File: config.mk
export PLATFORM = sky130hd
export DESIGN_NAME = uart_fifo_ctl
export DESIGN_NICKNAME = d
export VERILOG_FILES = /design/src/rtl/uart_fifo_pkg.sv /design/src/rtl/ufc_ctl_reg.sv /design/src/rtl/ufc_byte_fifo.sv /design/src/rtl/ufc_rx_trigger.sv /design/src/rtl/uart_fifo_ctl.sv
export SDC_FILE = /design/constraint.sdc
export NUM_CORES = 1
export LEC_CHECK = 0
export BUFFER_PORTS_ARGS = -buffer_cell sky130_fd_sc_hd__buf_4
export CORE_MARGIN = 2
export CORE_UTILIZATION = 50
export CTS_CLUSTER_SIZE = 12
export DETAILED_ROUTE_END_ITERATION = 6
export GPL_TIMING_DRIVEN = 0
export PLACE_DENSITY_LB_ADDON = 0.08
export SLEW_MARGIN = 10
export SYNTH_ARGS = -nofsm -noshare
export SYNTH_HDL_FRONTEND = slang
export SYNTH_HIERARCHICAL = 1
export SYNTH_SLANG_ARGS = --single-unit
File: constraint.sdc
create_clock -name clk -period 4.6 [get_ports clk]
set_clock_uncertainty 0.05 [all_clocks]
set_input_delay 1.38 -clock clk [delete_from_list [all_inputs] [get_ports clk]]
set_output_delay 1.38 -clock clk [all_outputs]
set_load 0.1 [all_outputs]
File: src/rtl/uart_fifo_pkg.sv
package uart_fifo_pkg;

    typedef enum logic [1:0] {
        TRIG_ONE      = 2'b00,
        TRIG_FOUR     = 2'b01,
        TRIG_EIGHT    = 2'b10,
        TRIG_FOURTEEN = 2'b11
    } rx_trig_e;

    localparam int LVL_ONE      = 1;
    localparam int LVL_FOUR     = 4;
    localparam int LVL_EIGHT    = 8;
    localparam int LVL_FOURTEEN = 14;

    // Control register state, one field per stored setting
    typedef struct packed {
        rx_trig_e trig;
        logic     dma;
        logic     flush_tx;
        logic     flush_rx;
        logic     en;
    } ctl_state_t;

    function automatic int trig_to_level(input rx_trig_e code);
        case (code)
            TRIG_ONE:      return LVL_ONE;
            TRIG_FOUR:     return LVL_FOUR;
            TRIG_EIGHT:    return LVL_EIGHT;
            default:       return LVL_FOURTEEN;
        endcase
    endfunction

endpackage

File: src/rtl/ufc_ctl_reg.sv
module ufc_ctl_reg
    import uart_fifo_pkg::*;
#(
    parameter int ADDR_W     = 3,
    parameter int CTL_OFFSET = 3
) (
    input  logic              clk,
    input  logic              rst_n,
    input  logic              wr,
    input  logic [ADDR_W-1:0] addr,
    input  logic [7:0]        wdata,
    output logic [7:0]        reg_value,
    output logic              fifo_en,
    output logic              dma_sel,
    output rx_trig_e          trig,
    output logic              flush_rx,
    output logic              flush_tx
);

    ctl_state_t st_d, st_q;
    logic       hit;
    logic       unused_rsvd;

    assign hit         = wr && (addr == ADDR_W'(CTL_OFFSET));
    assign unused_rsvd = ^wdata[5:4];

    always_comb begin
        st_d          = st_q;
        // flush requests last one cycle only
        st_d.flush_rx = 1'b0;
        st_d.flush_tx = 1'b0;
        if (hit) begin
            st_d.en       = wdata[0];
            st_d.flush_rx = wdata[1];
            st_d.flush_tx = wdata[2];
            st_d.dma      = wdata[3];
            st_d.trig     = rx_trig_e'(wdata[7:6]);
        end
    end

    always_ff @(posedge clk) begin
        if (!rst_n) begin
            st_q <= '0;
        end else begin
            st_q <= st_d;
        end
    end

    assign reg_value = {st_q.trig, 2'b00, st_q.dma, st_q.flush_tx, st_q.flush_rx, st_q.en};
    assign fifo_en   = st_q.en;
    assign dma_sel   = st_q.dma;
    assign trig      = st_q.trig;
    assign flush_rx  = st_q.flush_rx;
    assign flush_tx  = st_q.flush_tx;

    // a flush request drops after one cycle unless rewritten
    p_rx_flush_selfclear_r6: assert property (@(posedge clk) disable iff (!rst_n)
        st_q.flush_rx && !hit |=> !st_q.flush_rx);
    p_tx_flush_selfclear_r6: assert property (@(posedge clk) disable iff (!rst_n)
        st_q.flush_tx && !hit |=> !st_q.flush_tx);
    // settings move only on a write to the control offset
    p_offset_ignored_r2: assert property (@(posedge clk) disable iff (!rst_n)
        !hit |=> $stable({st_q.en, st_q.dma, st_q.trig}));

endmodule

File: src/rtl/ufc_byte_fifo.sv
module ufc_byte_fifo #(
    parameter int DEPTH  = 16,
    parameter int DATA_W = 8
) (
    input  logic                       clk,
    input  logic                       rst_n,
    input  logic                       flush,
    input  logic                       limit_one,
    input  logic                       push,
    input  logic [DATA_W-1:0]          push_data,
    input  logic                       pop,
    output logic [DATA_W-1:0]          pop_data,
    output logic [$clog2(DEPTH+1)-1:0] count,
    output logic                       full,
    output logic                       empty,
    output logic                       overrun
);

    localparam int PW = $clog2(DEPTH);
    localparam int CW = $clog2(DEPTH + 1);

    typedef struct packed {
        logic [DEPTH-1:0][DATA_W-1:0] mem;
        logic [PW-1:0]                wr_ptr;
        logic [PW-1:0]                rd_ptr;
        logic [CW-1:0]                cnt;
        logic [DATA_W-1:0]            rd_data;
        logic                         ovr;
    } fifo_state_t;

    fifo_state_t   fs_d, fs_q;
    logic [CW-1:0] cap;
    logic          pop_ok;
    logic          push_ok;

    function automatic logic [PW-1:0] wrap_inc(input logic [PW-1:0] p);
        return (p == PW'(DEPTH - 1)) ? '0 : p + PW'(1);
    endfunction

    assign cap     = limit_one ? CW'(1) : CW'(DEPTH);
    assign full    = (fs_q.cnt >= cap);
    assign empty   = (fs_q.cnt == '0);
    assign pop_ok  = pop && !empty && !flush;
    assign push_ok = push && !flush && (!full || pop_ok);

    always_comb begin
        fs_d     = fs_q;
        fs_d.ovr = 1'b0;
        if (flush) begin
            fs_d.wr_ptr = '0;
            fs_d.rd_ptr = '0;
            fs_d.cnt    = '0;
        end else begin
            if (pop_ok) begin
                fs_d.rd_data = fs_q.mem[fs_q.rd_ptr];
                fs_d.rd_ptr  = wrap_inc(fs_q.rd_ptr);
            end
            if (push_ok) begin
                fs_d.mem[fs_q.wr_ptr] = push_data;
                fs_d.wr_ptr           = wrap_inc(fs_q.wr_ptr);
            end
            fs_d.ovr = push && !push_ok;
            fs_d.cnt = fs_q.cnt + CW'(push_ok) - CW'(pop_ok);
        end
    end

    always_ff @(posedge clk) begin
        if (!rst_n) begin
            fs_q <= '0;
        end else begin
            fs_q <= fs_d;
        end
    end

    assign pop_data = fs_q.rd_data;
    assign count    = fs_q.cnt;
    assign overrun  = fs_q.ovr;

    // occupancy never exceeds the storage
    p_count_bound_r8: assert property (@(posedge clk) disable iff (!rst_n)
        count <= CW'(DEPTH));
    // a drop pulse follows only a push into a full queue
    p_overrun_cause_r9: assert property (@(posedge clk) disable iff (!rst_n)
        !full && push |=> !overrun);
    // a flush cycle leaves the queue empty
    p_flush_empties_r4: assert property (@(posedge clk) disable iff (!rst_n)
        flush |=> (count == '0));
    // popping nothing keeps the output byte
    p_empty_pop_hold_r10: assert property (@(posedge clk) disable iff (!rst_n)
        pop && empty |=> $stable(pop_data));

endmodule

File: src/rtl/ufc_rx_trigger.sv
module ufc_rx_trigger
    import uart_fifo_pkg::*;
#(
    parameter int DEPTH = 16
) (
    input  logic [$clog2(DEPTH+1)-1:0] rx_count,
    input  logic                       fifo_en,
    input  rx_trig_e                   trig,
    output logic                       rx_avail
);

    localparam int CW = $clog2(DEPTH + 1);

    logic [CW-1:0] level;

    always_comb begin
        if (fifo_en) begin
            level = CW'(trig_to_level(trig));
        end else begin
            level = CW'(LVL_ONE);
        end
        rx_avail = (rx_count >= level);
    end

endmodule

File: src/rtl/uart_fifo_ctl.sv
module uart_fifo_ctl
    import uart_fifo_pkg::*;
#(
    parameter int DEPTH      = 16,
    parameter int DATA_W     = 8,
    parameter int ADDR_W     = 3,
    parameter int CTL_OFFSET = 3
) (
    input  logic                       clk,
    input  logic                       rst_n,
    input  logic                       ctl_wr,
    input  logic [ADDR_W-1:0]          ctl_addr,
    input  logic [7:0]                 ctl_wdata,
    output logic [7:0]                 ctl_value,
    output logic                       fifo_enabled,
    output logic                       dma_mode,
    input  logic                       tx_push,
    input  logic [DATA_W-1:0]          tx_push_data,
    input  logic                       tx_pop,
    output logic [DATA_W-1:0]          tx_pop_data,
    output logic [$clog2(DEPTH+1)-1:0] tx_count,
    output logic                       tx_full,
    output logic                       tx_empty,
    output logic                       tx_overrun,
    input  logic                       rx_push,
    input  logic [DATA_W-1:0]          rx_push_data,
    input  logic                       rx_pop,
    output logic [DATA_W-1:0]          rx_pop_data,
    output logic [$clog2(DEPTH+1)-1:0] rx_count,
    output logic                       rx_full,
    output logic                       rx_empty,
    output logic                       rx_overrun,
    output logic                       rx_avail
);

    rx_trig_e trig;
    logic     flush_rx;
    logic     flush_tx;

    ufc_ctl_reg #(
        .ADDR_W     (ADDR_W),
        .CTL_OFFSET (CTL_OFFSET)
    ) u_ctl (
        .clk       (clk),
        .rst_n     (rst_n),
        .wr        (ctl_wr),
        .addr      (ctl_addr),
        .wdata     (ctl_wdata),
        .reg_value (ctl_value),
        .fifo_en   (fifo_enabled),
        .dma_sel   (dma_mode),
        .trig      (trig),
        .flush_rx  (flush_rx),
        .flush_tx  (flush_tx)
    );

    ufc_byte_fifo #(
        .DEPTH  (DEPTH),
        .DATA_W (DATA_W)
    ) u_tx_fifo (
        .clk       (clk),
        .rst_n     (rst_n),
        .flush     (flush_tx),
        .limit_one (!fifo_enabled),
        .push      (tx_push),
        .push_data (tx_push_data),
        .pop       (tx_pop),
        .pop_data  (tx_pop_data),
        .count     (tx_count),
        .full      (tx_full),
        .empty     (tx_empty),
        .overrun   (tx_overrun)
    );

    ufc_byte_fifo #(
        .DEPTH  (DEPTH),
        .DATA_W (DATA_W)
    ) u_rx_fifo (
        .clk       (clk),
        .rst_n     (rst_n),
        .flush     (flush_rx),
        .limit_one (!fifo_enabled),
        .push      (rx_push),
        .push_data (rx_push_data),
        .pop       (rx_pop),
        .pop_data  (rx_pop_data),
        .count     (rx_count),
        .full      (rx_full),
        .empty     (rx_empty),
        .overrun   (rx_overrun)
    );

    ufc_rx_trigger #(
        .DEPTH (DEPTH)
    ) u_trig (
        .rx_count (rx_count),
        .fifo_en  (fifo_enabled),
        .trig     (trig),
        .rx_avail (rx_avail)
    );

    // the threshold signal never claims data in an empty queue
    p_avail_nonempty_r11: assert property (@(posedge clk) disable iff (!rst_n)
        rx_avail |-> !rx_empty);
    // with FIFOs off a single byte is enough
    p_disabled_level_r12: assert property (@(posedge clk) disable iff (!rst_n)
        !fifo_enabled && !rx_empty |-> rx_avail);
    // a transmit flush leaves the receive count alone
    p_tx_flush_isolated_r5: assert property (@(posedge clk) disable iff (!rst_n)
        flush_tx && !flush_rx && !rx_push && !rx_pop |=> $stable(rx_count));

endmodule

==> run summary <==
status = finished clean
die footprint = 0.03026 mm^2
Setup TNS Final = 0 ns
Final Hold Fails = 0
ANT cells = 0
FF+latch count, synth = 306
Post-synth top cells = dfxtp_1 (306), nand2_1 (305), mux2i_1 (297)
clk_lat worst skew = 0.51 ns
I/O Buffers = 71
Post-CTS Setup Bufs = 0
TritonCTS clock tree = yes
P_int = 5.212 mW
DR WL met3 = 1272 um
sw frac = 35.96%
Worst Tran Pin Value = 0.9539 ns
vias per inst = 5.435
synthesized instance count = 1357
Syn Std Cell Area = 0.01444 mm^2
clock share of power = 32.3%
FFs w/ async S/R, synth = 0%
grt total ovfl = 0
final worst slack = 0.8580 ns
DRT Pass-1 Iters = 5
GRT Total Usage = 23.85%
post-synthesis cell type count = 60
synth top area cells = dfxtp_1 (42%), mux2i_1 (21%), mux4_2 (10%), nand2_1 (7.9%), ha_1 (2.9%)
Post-CTS Resized = 0
antenna violations before repair = 0
unrepaired setup endpoints after global routing = false
effective utilization at floorplan = 50.59%
FMAX = 0.2672 GHz
Tmin final = 3.742 ns
DP Wirelength = 25590 um
Iter 0 DRT Violations = 659
Routed Antenna Nets = 0
# hold bufs at CTS = 0
share of power burned in registers = 35.9%
Final Wtd Congestion = 0.8166
Final Slew Violations = 0
post-synth top area share = 42.42%
Core Region = 0.02855 mm^2
Crit. End Element = output port
syn_area_per_cell = 10.64 um^2
fin crit share = 81.35%
largest area contributor in the netlist = dfxtp_1
Worst EP arrival = 2.31 ns
cts bufs inserted = 35
Net Sw Power = 2.927 mW
WL final = 36020 um
startpoint class of the critical path = register
Boundary Pins = 77
worst hold path type = reg2reg
final number of setup-violating endpoints = 0
number of clock sinks = 306
DR WL met2 = 18430 um
placed instance count = 1813
share of cells above drive strength 1 = 19.01%
vias = 10179
area grow syn2layout = 14.46%
die width = 174.0 um
crit path max fanout = 3
WP data required = 3.17 ns
sequential area share after synthesis = 42.42%
Root Driver = clkbuf_16
most common flop cell mapped by yosys = dfxtp_1
EDFF count, synth = 0
Max IR drop VDD = 0.0004199 V
wl on met1 = 15580 um
Rows = 62
first-pass GRT wire length = 57030 um
maxcap violations = 0
slew margin rel. = 36.27%
number of global-route vias before repair = 10268
Logic pwr share = 31.8%
H-tree depth = 2
crit path kind = reg2out
PD cells = 492.4 mW/mm^2
Placement Setup Slack = 0.6323 ns
Yosys warnings = 6
DRC = 0
DR WL/cell = 19.23 um
fin cells = 1873
Reg clk slew, reported paths = 0.05 ns
clk buf depth = 3
most frequent cell after synthesis = dfxtp_1
Post-layout nets = 1535
Pleak = 5.954 nW
uppermost routed layer = met4
largest net degree at the start of global routing = 13
DIE HEIGHT = 174.0 um
[cell families after synthesis]
kind of cell	share of synthesized area, %
other	0.02597
DFF	42.42
and+or+nand+nor	12.68
buffers and inverters	5.510
AOI/OAI and AO/OA	5.181
xor gates and xnor gates	0.4852
muxes	30.57
adders and majority gates	3.136
[critical path: stages, from the launching register on]
cell and delay, ns:
dfxtp_1 0.33, buf_4 0.14, o21ai_0 0.20, ha_1 0.26
nand2b_1 0.16, a2111oi_2 0.39, nor3_2 0.09, buf_4 0.24
[final timing paths]
check                            from                  end  slack [ns]  depth (start not counted)
hold / removal    u_tx_fifo/fs_q[126]  u_tx_fifo/fs_q[126]        0.40                          2
hold reg to reg   u_tx_fifo/fs_q[126]  u_tx_fifo/fs_q[126]        0.40                          2
setup reg to reg   u_tx_fifo/count[2]   u_tx_fifo/count[4]        1.10                         16
setup / recovery        u_ctl/trig[1]             rx_avail        0.86                          7
[per-layer routing]
metal | up-vias | track usage (%)
met5 | - | 0
met4 | 0 | 7.248
met3 | 53 | 2.778
met2 | 217 | 42.35
met1 | 4988 | 30.50
li1 | 4921 | -
[layout by cell type (no fill, tap or decap), types with 3 or more instances in the layout]
| cell | n |
|---|---|
| a211oi_4 | 16 |
| a21o_1 | 3 |
| a21oi_1 | 18 |
| a31oi_1 | 3 |
| and2_1 | 5 |
| and3_1 | 11 |
| buf_2 | 25 |
| buf_4 | 107 |
| buf_6 | 5 |
| clkbuf_1 | 73 |
| clkbuf_16 | 37 |
| clkinv_2 | 6 |
| dfxtp_1 | 306 |
| ha_1 | 33 |
| inv_1 | 24 |
| mux2i_1 | 297 |
| mux4_2 | 64 |
| nand2_1 | 305 |
| nand2b_1 | 8 |
| nand3_1 | 30 |
| nand3b_1 | 3 |
| nor2_1 | 18 |
| nor2_2 | 4 |
| nor2b_1 | 8 |
| nor3_1 | 4 |
| o21ai_0 | 6 |
| o221ai_1 | 16 |
| xnor2_1 | 5 |
| xor2_1 | 3 |
[metrics by stage]
| step | utilization [%] | power, mW | hold WS, ns | area (um^2) |
|---|---|---|---|---|
| finish | 57.90 | 8.139 | 0.4002 | 16530 |
| global route | 57.90 | 8.500 | 0.4158 | 16530 |
| CTS | 57.90 | 8.202 | 0.4035 | 16530 |
| detailed placement | 54.17 | 5.579 | 0.3940 | 15460 |
| global placement | 54.17 | 5.551 | 0.3886 | 15460 |
| floorplan | - | 5.034 | 0.3815 | 14450 |
[sequential cells by signal (all words and copies together), names as in the netlist]
register,count
u_tx_fifo/count,5
u_ctl/fifo_en,1
u_tx_fifo/overrun,1
u_tx_fifo/fs_q,136
u_ctl/trig,2
u_rx_fifo/fs_q,136
u_rx_fifo/pop_data,8
u_ctl/flush_rx,1
u_ctl/flush_tx,1
u_ctl/dma_sel,1
u_rx_fifo/overrun,1
u_tx_fifo/pop_data,8
u_rx_fifo/count,5
[power by group through the flow]
| stage | Clock [mW] | Sequential, mW | Combinational, mW |
|---|---|---|---|
| 6_report | 2.63 | 2.92 | 2.59 |
| 5_1_grt | 2.78 | 2.94 | 2.78 |
| 4_1_cts | 2.67 | 2.92 | 2.61 |
| 3_5_place_dp | 0 | 2.98 | 2.60 |
| 3_3_place_gp | 0 | 2.97 | 2.58 |
| 2_1_floorplan | 0 | 2.98 | 2.06 |
[area by class of cell]
class | count | area, um^2
clock buffer | 53 | 1006
fill | 2518 | 12020
tap | 384 | 480.5
multi-input combinational | 899 | 7528
clock inverter | 7 | 60.06
inverter | 24 | 90.09
buffer | 129 | 705.7
timing repair buffer | 71 | 533.0
sequential | 306 | 6126
Note: power is estimated with default switching activity, not from simulation.
